<file path="config.mk">
export PLATFORM = sky130hd
export DESIGN_NAME = lock_seq_top
export DESIGN_NICKNAME = d
export VERILOG_FILES = /design/src/rtl/lock_seq_pkg.sv /design/src/rtl/lock_seq_bus_mon.sv /design/src/rtl/lock_seq_fsm.sv /design/src/rtl/lock_seq_drive.sv /design/src/rtl/lock_seq_top.sv
export SDC_FILE = /design/constraint.sdc
export NUM_CORES = 1
export LEC_CHECK = 0
export CAP_MARGIN = 25
export CORE_MARGIN = 3
export CORE_UTILIZATION = 52
export DETAILED_ROUTE_END_ITERATION = 7
export MAX_ROUTING_LAYER = met4
export PLACE_DENSITY = 0.82
export SYNTH_ARGS = -nofsm -noshare
export SYNTH_HDL_FRONTEND = slang
export SYNTH_HIERARCHICAL = 1
export SYNTH_SLANG_ARGS = --single-unit
</file>
<file path="constraint.sdc">
create_clock -name clk -period 2.5 [get_ports clk]
set_input_delay 0.375 -clock clk [delete_from_list [all_inputs] [get_ports clk]]
set_output_delay 0.375 -clock clk [all_outputs]
set_load 0.01 [all_outputs]
</file>
<file path="src/rtl/lock_seq_pkg.sv">
package lock_seq_pkg;

    localparam int OP_W = 2;

    typedef enum logic [OP_W-1:0] {
        OP_OPEN   = 2'd0,
        OP_CONT   = 2'd1,
        OP_FINISH = 2'd2,
        OP_RSVD   = 2'd3
    } lk_op_e;

    typedef enum logic [2:0] {
        ST_IDLE,
        ST_OPEN_ADDR,
        ST_OPEN_WAIT,
        ST_LOCKED_IDLE,
        ST_CONT_ADDR,
        ST_LOCKED_XFER,
        ST_RELEASE
    } lk_state_e;

    // Decoded bus conditions for one cycle
    typedef struct packed {
        logic addr_phase;
        logic data_xfer;
        logic retry;
        logic last_phase;
        logic abort;
    } bus_evt_t;

    // Requester-facing pulses
    typedef struct packed {
        logic est;
        logic lost;
        logic rel;
        logic rej;
    } lk_pulse_t;

    // States in which the lock line is driven asserted
    function automatic logic drives_lock(lk_state_e s);
        return (s == ST_OPEN_WAIT) || (s == ST_LOCKED_IDLE) || (s == ST_LOCKED_XFER);
    endfunction

    // States in which the lock is owned by this initiator
    function automatic logic owns_lock(lk_state_e s);
        return (s == ST_LOCKED_IDLE) || (s == ST_CONT_ADDR) || (s == ST_LOCKED_XFER);
    endfunction

    // States with a transaction in flight, where an abort ends the sequence
    function automatic logic in_transaction(lk_state_e s);
        return (s == ST_OPEN_ADDR) || (s == ST_OPEN_WAIT) ||
               (s == ST_CONT_ADDR) || (s == ST_LOCKED_XFER);
    endfunction

endpackage

</file>
<file path="src/rtl/lock_seq_bus_mon.sv">
module lock_seq_bus_mon
    import lock_seq_pkg::*;
(
    input  logic     clk,
    input  logic     rst,
    input  logic     frame_n,
    input  logic     irdy_n,
    input  logic     trdy_n,
    input  logic     stop_n,
    input  logic     master_abort,
    input  logic     target_abort,
    output bus_evt_t evt
);

    logic frame_n_q;

    always_ff @(posedge clk) begin
        if (rst) begin
            frame_n_q <= 1'b1;
        end else begin
            frame_n_q <= frame_n;
        end
    end

    always_comb begin
        evt.addr_phase = !frame_n && frame_n_q;
        evt.data_xfer  = !irdy_n && !trdy_n;
        evt.retry      = !stop_n && trdy_n;
        evt.last_phase = frame_n && !irdy_n && (!trdy_n || !stop_n);
        evt.abort      = master_abort || target_abort;
    end

endmodule

</file>
<file path="src/rtl/lock_seq_fsm.sv">
module lock_seq_fsm
    import lock_seq_pkg::*;
#(
    parameter int REL_GAP = 1
) (
    input  logic      clk,
    input  logic      rst,
    input  logic      cmd_valid,
    input  lk_op_e    cmd_op,
    input  logic      cmd_rd,
    input  bus_evt_t  evt,
    output lk_state_e st,
    output logic      fin_pend,
    output lk_state_e st_nxt,
    output lk_pulse_t pulse_nxt
);

    localparam int GAP_W = (REL_GAP > 1) ? $clog2(REL_GAP) : 1;

    logic gap_done;
    logic pend_nxt;
    logic fin_req;
    logic pend_eff;

    assign fin_req  = cmd_valid && (cmd_op == OP_FINISH);
    assign pend_eff = fin_pend || fin_req;

    generate
        if (REL_GAP > 1) begin : g_gap
            logic [GAP_W-1:0] gap_q;
            always_ff @(posedge clk) begin
                if (rst) begin
                    gap_q <= '0;
                end else if (st_nxt == ST_RELEASE && st != ST_RELEASE) begin
                    gap_q <= GAP_W'(REL_GAP - 1);
                end else if (st == ST_RELEASE && gap_q != '0) begin
                    gap_q <= gap_q - 1'b1;
                end
            end
            assign gap_done = (gap_q == '0);
        end else begin : g_nogap
            assign gap_done = 1'b1;
        end
    endgenerate

    always_comb begin
        st_nxt    = st;
        pend_nxt  = fin_pend;
        pulse_nxt = '0;
        unique case (st)
            ST_IDLE: begin
                if (cmd_valid) begin
                    if (cmd_op == OP_OPEN && cmd_rd) st_nxt = ST_OPEN_ADDR;
                    else                             pulse_nxt.rej = 1'b1;
                end
            end
            ST_OPEN_ADDR: begin
                if (cmd_valid) pulse_nxt.rej = 1'b1;
                if (evt.abort) begin
                    st_nxt         = ST_IDLE;
                    pulse_nxt.lost = 1'b1;
                end else if (evt.addr_phase) begin
                    st_nxt = ST_OPEN_WAIT;
                end
            end
            ST_OPEN_WAIT: begin
                if (cmd_valid && !fin_req) pulse_nxt.rej = 1'b1;
                if (fin_req) pend_nxt = 1'b1;
                if (evt.abort) begin
                    st_nxt         = ST_IDLE;
                    pulse_nxt.lost = 1'b1;
                end else if (evt.data_xfer) begin
                    pulse_nxt.est = 1'b1;
                    if (evt.last_phase) begin
                        if (pend_eff) begin
                            st_nxt        = ST_RELEASE;
                            pulse_nxt.rel = 1'b1;
                        end else begin
                            st_nxt = ST_LOCKED_IDLE;
                        end
                    end else begin
                        st_nxt = ST_LOCKED_XFER;
                    end
                end else if (evt.retry) begin
                    st_nxt         = ST_IDLE;
                    pulse_nxt.lost = 1'b1;
                end
            end
            ST_LOCKED_IDLE: begin
                if (cmd_valid) begin
                    if (cmd_op == OP_CONT) begin
                        st_nxt = ST_CONT_ADDR;
                    end else if (cmd_op == OP_FINISH) begin
                        st_nxt        = ST_RELEASE;
                        pulse_nxt.rel = 1'b1;
                    end else begin
                        pulse_nxt.rej = 1'b1;
                    end
                end
            end
            ST_CONT_ADDR: begin
                if (cmd_valid && !fin_req) pulse_nxt.rej = 1'b1;
                if (fin_req) pend_nxt = 1'b1;
                if (evt.abort) begin
                    st_nxt         = ST_IDLE;
                    pulse_nxt.lost = 1'b1;
                end else if (evt.addr_phase) begin
                    st_nxt = ST_LOCKED_XFER;
                end
            end
            ST_LOCKED_XFER: begin
                if (cmd_valid && !fin_req) pulse_nxt.rej = 1'b1;
                if (fin_req) pend_nxt = 1'b1;
                if (evt.abort) begin
                    st_nxt         = ST_IDLE;
                    pulse_nxt.lost = 1'b1;
                end else if (evt.last_phase) begin
                    if (pend_eff) begin
                        st_nxt        = ST_RELEASE;
                        pulse_nxt.rel = 1'b1;
                    end else begin
                        st_nxt = ST_LOCKED_IDLE;
                    end
                end
            end
            ST_RELEASE: begin
                if (cmd_valid) pulse_nxt.rej = 1'b1;
                if (gap_done) st_nxt = ST_IDLE;
            end
            default: begin
                st_nxt = ST_IDLE;
            end
        endcase
        if (!(st_nxt == ST_OPEN_WAIT || st_nxt == ST_CONT_ADDR || st_nxt == ST_LOCKED_XFER)) begin
            pend_nxt = 1'b0;
        end
    end

    always_ff @(posedge clk) begin
        if (rst) begin
            st       <= ST_IDLE;
            fin_pend <= 1'b0;
        end else begin
            st       <= st_nxt;
            fin_pend <= pend_nxt;
        end
    end

endmodule

</file>
<file path="src/rtl/lock_seq_drive.sv">
module lock_seq_drive
    import lock_seq_pkg::*;
(
    input  logic      clk,
    input  logic      rst,
    input  lk_state_e st_nxt,
    input  lk_pulse_t pulse_nxt,
    output logic      lock_n,
    output logic      lock_held,
    output lk_pulse_t pulse
);

    always_ff @(posedge clk) begin
        if (rst) begin
            lock_n    <= 1'b1;
            lock_held <= 1'b0;
            pulse     <= '0;
        end else begin
            lock_n    <= !drives_lock(st_nxt);
            lock_held <= owns_lock(st_nxt);
            pulse     <= pulse_nxt;
        end
    end

endmodule

</file>
<file path="src/rtl/lock_seq_top.sv">
module lock_seq_top
    import lock_seq_pkg::*;
#(
    parameter int REL_GAP = 1
) (
    input  logic            clk,
    input  logic            rst,
    input  logic            cmd_valid,
    input  logic [OP_W-1:0] cmd_op,
    input  logic            cmd_rd,
    input  logic            frame_n,
    input  logic            irdy_n,
    input  logic            trdy_n,
    input  logic            stop_n,
    input  logic            master_abort,
    input  logic            target_abort,
    output logic            lock_n,
    output logic            lock_held,
    output logic            lock_established,
    output logic            lock_lost,
    output logic            lock_released,
    output logic            cmd_reject
);

    bus_evt_t  evt;
    lk_state_e st;
    lk_state_e st_nxt;
    lk_pulse_t pulse_nxt;
    lk_pulse_t pulse;
    logic      fin_pend;

    lock_seq_bus_mon u_mon (
        .clk          (clk),
        .rst          (rst),
        .frame_n      (frame_n),
        .irdy_n       (irdy_n),
        .trdy_n       (trdy_n),
        .stop_n       (stop_n),
        .master_abort (master_abort),
        .target_abort (target_abort),
        .evt          (evt)
    );

    lock_seq_fsm #(.REL_GAP(REL_GAP)) u_fsm (
        .clk       (clk),
        .rst       (rst),
        .cmd_valid (cmd_valid),
        .cmd_op    (lk_op_e'(cmd_op)),
        .cmd_rd    (cmd_rd),
        .evt       (evt),
        .st        (st),
        .fin_pend  (fin_pend),
        .st_nxt    (st_nxt),
        .pulse_nxt (pulse_nxt)
    );

    lock_seq_drive u_drv (
        .clk       (clk),
        .rst       (rst),
        .st_nxt    (st_nxt),
        .pulse_nxt (pulse_nxt),
        .lock_n    (lock_n),
        .lock_held (lock_held),
        .pulse     (pulse)
    );

    assign lock_established = pulse.est;
    assign lock_lost        = pulse.lost;
    assign lock_released    = pulse.rel;
    assign cmd_reject       = pulse.rej;

endmodule

</file>
# Yosys cells after proc, flatten, opt, wreduce, memory -nomap -nowiden
# Cells that the tools add are included.
# Widths: inputs -> output; s select.
[word_totals]
ff_bits = 11
input_bits = 12
out_inout_bits = 6
word_cells = 92
[classes]
n_eq_ne = 12
n_mux = 38
n_bitwise = 2
reduce_logical = 31
[ops]
columns = ["cell", "n"]
rows = [
  ["$mux 3", 16],
  ["$pmux 3 s6", 1],
  ["$mux 1", 16],
  ["$eq 3x3->1 const B", 5],
  ["$eq 3x2->1 const B", 4],
  ["$logic_or 1x1->1", 9],
  ["$reduce_or 3->1", 3],
  ["$logic_and 1x1->1", 8],
  ["$logic_not 1->1", 6],
  ["$mux 2", 2],
  ["$pmux 1 s4", 1],
  ["$reduce_or 2->1", 2],
  ["$eq 3x1->1 const B", 1],
  ["$logic_not 3->1", 1],
  ["$pmux 1 s3", 1],
  ["$eq 2x1->1 const B", 1],
  ["$eq 2x2->1 const B", 1],
  ["$logic_not 2->1", 1],
  ["$not 1->1", 2],
  ["$pmux 1 s2", 1],
  ["$reduce_and 2->1", 1],
]

# Logic depth before layout (Yosys ltp)
[depth]
depth_word = 13
depth_mapped = 8
depth_no_buf = 8

# By module
# The synthesis kept the hierarchy.
[by_module_without_submodules]
columns = ["module", "instances", "cells_each", "area_each_um2", "seq_area_each_um2"]
rows = [
  ["lock_seq_fsm", 1, 67, 538.0, 80.1],
  ["lock_seq_drive", 1, 16, 195.2, 120.1],
  ["lock_seq_bus_mon", 1, 8, 67.6, 20.0],
]

# Worst setup path before layout
# OpenSTA, ideal clock, no wires.
[synth_path]
kind = "in2reg"
startpoint = "input port cmd_op[0]"
endpoint = "register u_drv.lock_held"
setup_time_ns = 0.070
t_arrival_ns = 1.697
t_required_ns = 2.430
setup_slack_ns = 0.734
cell_stages = 7
path_buffers = 0
path_cell_list = "inv_1 > ha_1 > o21a_1 > a221oi_1 > inv_1 > nand3b_1 > a21oi_1"
[synth_between]
elab_chain_len = 11
word_cells_on_any_way = 23
cone_classes = "eq/ne (5); mux (12); reduce/logical (6)"
[synth_lines]
columns = ["element", "line", "source"]
rows = [
  ["start, declared", "lock_seq_top.sv:9", "input logic [OP_W-1:0] cmd_op,"],
  ["$eq 2x2->1", "lock_seq_fsm.sv:25, lock_seq_fsm.sv:93", ""],
  ["$logic_and 1x1->1", "lock_seq_fsm.sv:25", "assign fin_req = cmd_valid && (cmd_op == OP_FINISH);"],
  ["$logic_or 1x1->1", "lock_seq_fsm.sv:26", "assign pend_eff = fin_pend || fin_req;"],
  ["$mux 3", "lock_seq_fsm.sv:75, lock_seq_fsm.sv:118", ""],
  ["$mux 3", "lock_seq_fsm.sv:74", "if (evt.last_phase) begin"],
  ["$mux 3", "lock_seq_fsm.sv:72", "end else if (evt.data_xfer) begin"],
  ["$mux 3", "lock_seq_fsm.sv:69", "if (evt.abort) begin"],
  ["$pmux 3 s6 *", "lock_seq_fsm.sv:50", "unique case (st)"],
  ["via st_nxt[2]", "lock_seq_top.sv:27", "lk_state_e st_nxt;"],
  ["$eq 3x2->1 or $eq 3x3->1 (tied branches)", "lock_seq_pkg.sv:46", "return (s == ST_LOCKED_IDLE) || (s == ST_CONT_ADDR) || (s == ST_LOCKED_XFER);"],
  ["$logic_or 1x1->1", "lock_seq_pkg.sv:46", ""],
  ["$logic_or 1x1->1 *", "lock_seq_pkg.sv:46", ""],
  ["end signal, assigned", "lock_seq_drive.sv:20", "lock_held <= owns_lock(st_nxt);"],
  ["end, declared", "lock_seq_drive.sv:9", "output logic lock_held,"],
]
# The timed path passes the listed nets; every way through them passes the cells marked *.
# A chain may end at the register's enable or synchronous reset.

# Worst setup path in the final report
[layout_path]
startpoint = "input port cmd_op[0]"
endpoint = "register u_drv.lock_n"
[layout_between]
elab_chain_len = 12
word_cells_on_any_way = 24
cone_classes = "eq/ne (5); mux (12); reduce/logical (7)"
[layout_lines]
columns = ["element", "line", "source"]
rows = [
  ["$eq 2x2->1", "lock_seq_fsm.sv:25, lock_seq_fsm.sv:93", ""],
  ["$logic_and 1x1->1", "lock_seq_fsm.sv:25", ""],
  ["$logic_or 1x1->1", "lock_seq_fsm.sv:26", ""],
  ["$mux 3", "lock_seq_fsm.sv:75, lock_seq_fsm.sv:118", ""],
  ["$mux 3", "lock_seq_fsm.sv:74", ""],
  ["$mux 3", "lock_seq_fsm.sv:72", ""],
  ["$mux 3", "lock_seq_fsm.sv:69", ""],
  ["$pmux 3 s6 *", "lock_seq_fsm.sv:50", ""],
  ["via st_nxt[0]", "lock_seq_top.sv:27", ""],
  ["$eq 3x2->1", "lock_seq_pkg.sv:41", "return (s == ST_OPEN_WAIT) || (s == ST_LOCKED_IDLE) || (s == ST_LOCKED_XFER);"],
  ["$logic_or 1x1->1", "lock_seq_pkg.sv:41", ""],
  ["$logic_or 1x1->1 *", "lock_seq_pkg.sv:41", ""],
  ["$logic_not 1->1 *", "lock_seq_drive.sv:19", "lock_n <= !drives_lock(st_nxt);"],
  ["end signal, assigned", "lock_seq_drive.sv:19", ""],
  ["end, declared", "lock_seq_drive.sv:8", "output logic lock_n,"],
]
# Marks and branches as above.

==> impl_metrics.json <==
{
  "core_um2": 1370,
  "dieArea_um2": 2050,
  "antenna_cells": 0,
  "htreeDepth": 1,
  "worstSetupPathType": "input pin to flop",
  "maxSlewViolCount": 0,
  "hold_violations": 0,
  "post-route-period-util": 0.867,
  "globalplace.congestion": 0.831,
  "syn_inst": 91,
  "dp_hpwl_um": 1270,
  "synth_fp_nets": 107,
  "synth_seq_cells": 11,
  "num_rows": 13,
  "hold_depth": 2,
  "max-cap-violations": 0,
  "drive_above_1_share": 0.180,
  "ir_worst_vdd_mv": 0.330,
  "tns_ns": 0,
  "synth_cell_types": 43,
  "fp.dieH_um": 45.2,
  "setup_slack_ns": 0.333,
  "synth_edf_count": 0,
  "cts_tree": "done",
  "drtIter0Drc": 18,
  "reg2regPathDepth": 6,
  "wl_per_cell_um": 13.5,
  "wl_um": 1710,
  "grtUsageTotal": 0.199,
  "numClockSinks": 11,
  "ios": 18,
  "insertion_delay_ns": 0.27,
  "dr.pass1.iters": 4,
  "initial_core_util": 0.586,
  "die_x_um": 45.2,
  "vias": 708,
  "syn_to_final_growth_pct": 25.9,
  "portBuffers": 17,
  "multiInputGateArea_um2": 538,
  "yosysSeqAreaShare": 0.275,
  "critPathArrivalTime_ns": 2.33,
  "syn_area_um2": 801,
  "rsz0062_at_grt": "false",
  "holdBufCountCts": 0,
  "routed_via_density": 5.62,
  "synth_flop_cell": "dfxtp_1",
  "fmax_mhz": 461,
  "grt_pass1_wl_um": 2850,
  "tightest_slew_ns": 0.573,
  "critical_path.endpoint_type": "flop",
  "cts.path.max_buffers": 2,
  "fin_nets": 128,
  "cts.repair.resized": 0,
  "fin_skew_ns": 0.00274,
  "drc_errors": 0,
  "first_global_vias": 677,
  "path_clk_slew_ns": 0.07,
  "p_leak_nw": 0.423,
  "hp-class": "flop to flop",
  "syn_area_per_cell_um2": 8.80,
  "start_kind": "input pin",
  "post-route-min-period_ns": 2.17,
  "fillerInstances": 99,
  "required_ns": 2.66,
  "final_antenna_net_count": 0,
  "clock-root-buffer": "clkbuf_4",
  "overflow": 0,
  "post-cts-setup-buffers": 0,
  "finalSetupViolCount": 0,
  "power_density_nw_per_um2": 354,
  "antenna_found_initial": 0,
  "post-place-ws_ns": 0.0726,
  "grt_max_degree": 17,
  "cp_max_fo": 5,
  "seqCellArea_um2": 220,
  "yosysWarnings": 6,
  "async_flop_share": 0,
  "cts_buffers": 3,
  "status": "complete, no violations",
  "maxSlewHeadroom": 0.614
}
==> cells by family after synthesis <==
| group | share of synthesized area |
|---|---|
| AND/OR/NAND/NOR | 0.361 |
| AO/OA/AOI/OAI | 0.205 |
| adder cells (fa/ha/maj) | 0.0625 |
| flip-flops | 0.275 |
| multiplexers | 0.0328 |
| buffers and inverters | 0.0531 |
| XOR/XNOR | 0.0109 |
==> worst paths after layout <==
check,from,endpoint,slack (ns)
setup / recovery,cmd_op[0],u_drv/lock_n$_SDFF_PP1_,0.33
hold reg to reg,u_fsm/fin_pend$_SDFFE_PP0P_,u_fsm/fin_pend$_SDFFE_PP0P_,0.59
hold / removal,u_fsm/fin_pend$_SDFFE_PP0P_,u_fsm/fin_pend$_SDFFE_PP0P_,0.59
setup reg to reg,u_fsm/st[1]$_SDFF_PP0_,u_drv/lock_n$_SDFF_PP1_,0.44
==> cells in the final DEF (no fill, tap or decap), types with 2 or more instances in the layout <==
cell / netlist / routed
and2b_2: 5 / 5
nor3b_1: 3 / 3
a21oi_1: 5 / 5
clkbuf_4: 0 / 3
nor2_1: 6 / 6
ha_1: 4 / 4
or2_1: 2 / 2
dfxtp_1: 11 / 11
nor2b_1: 5 / 5
buf_4: 1 / 2
nand2_1: 7 / 7
nand3_1: 3 / 3
nand3b_1: 4 / 4
clkdlybuf4s50_1: 0 / 17
inv_1: 5 / 5
==> metal layers <==
layer  track usage  wire [um]  vias up
met5             -          0        -
met4        0.0351          0        0
met3        0.0717        132        0
met2         0.316        807       31
met1         0.243        764      312
li1              -          -      365
==> critical path, stage by stage <==
cell,delay [ns]
clkdlybuf4s50_1,0.48
inv_1,0.08
ha_1,0.25
o21a_1,0.24
o221ai_1,0.22
o311ai_1,0.21
inv_1,0.11
nor4bb_1,0.30
nor2_1,0.08
==> where the power goes <==
part,switching (mW),internal [mW]
clock network,0.0625,0.0593
logic,0.0252,0.0319
registers,0.000907,0.177
==> synthesized netlist by cell type, drive strengths merged, types with 2 or more instances <==
library cell	number	area [um^2]
a21oi	6	33.8
and2b	5	43.8
buf	3	23.8
dfxtp	11	220
ha	4	50.1
inv	5	18.8
mux2	2	26.3
nand2	7	26.3
nand3	3	15.0
nand3b	4	30.0
nor2	7	33.8
nor2b	5	31.3
nor3b	3	22.5
or2	3	18.8
==> layout make-up <==
cell class              instances  share of cell area
clock buffers                   3              0.0223
clock inverters                 1             0.00496
inverters                       5              0.0186
multi-input cells              72               0.533
flip-flops and latches         11               0.218
well taps                      15              0.0186
repair buffers                 19               0.184
==> metrics by stage <==
stage / power [mW] / instances / instance area, um^2 / utilization / hold slack, ns
2_1_floorplan: 0.208 / 91 / 801 / - / 0.444
3_3_place_gp: 0.238 / 122 / 981 / 0.718 / 0.554
3_5_place_dp: 0.239 / 122 / 981 / 0.718 / 0.568
4_1_cts: 0.362 / 126 / 1010 / 0.738 / 0.584
5_1_grt: 0.378 / 126 / 1010 / 0.738 / 0.607
6_report: 0.357 / 126 / 1010 / 0.738 / 0.588
==> state kept, by name, summed over array words and instances, names as in the netlist <==
signal,cells
u_drv/lock_held,1
u_mon/frame_n_q,1
u_fsm/st,3
u_drv/pulse,4
u_fsm/fin_pend,1
u_drv/lock_n,1
Power figures use the tool's default switching activity.
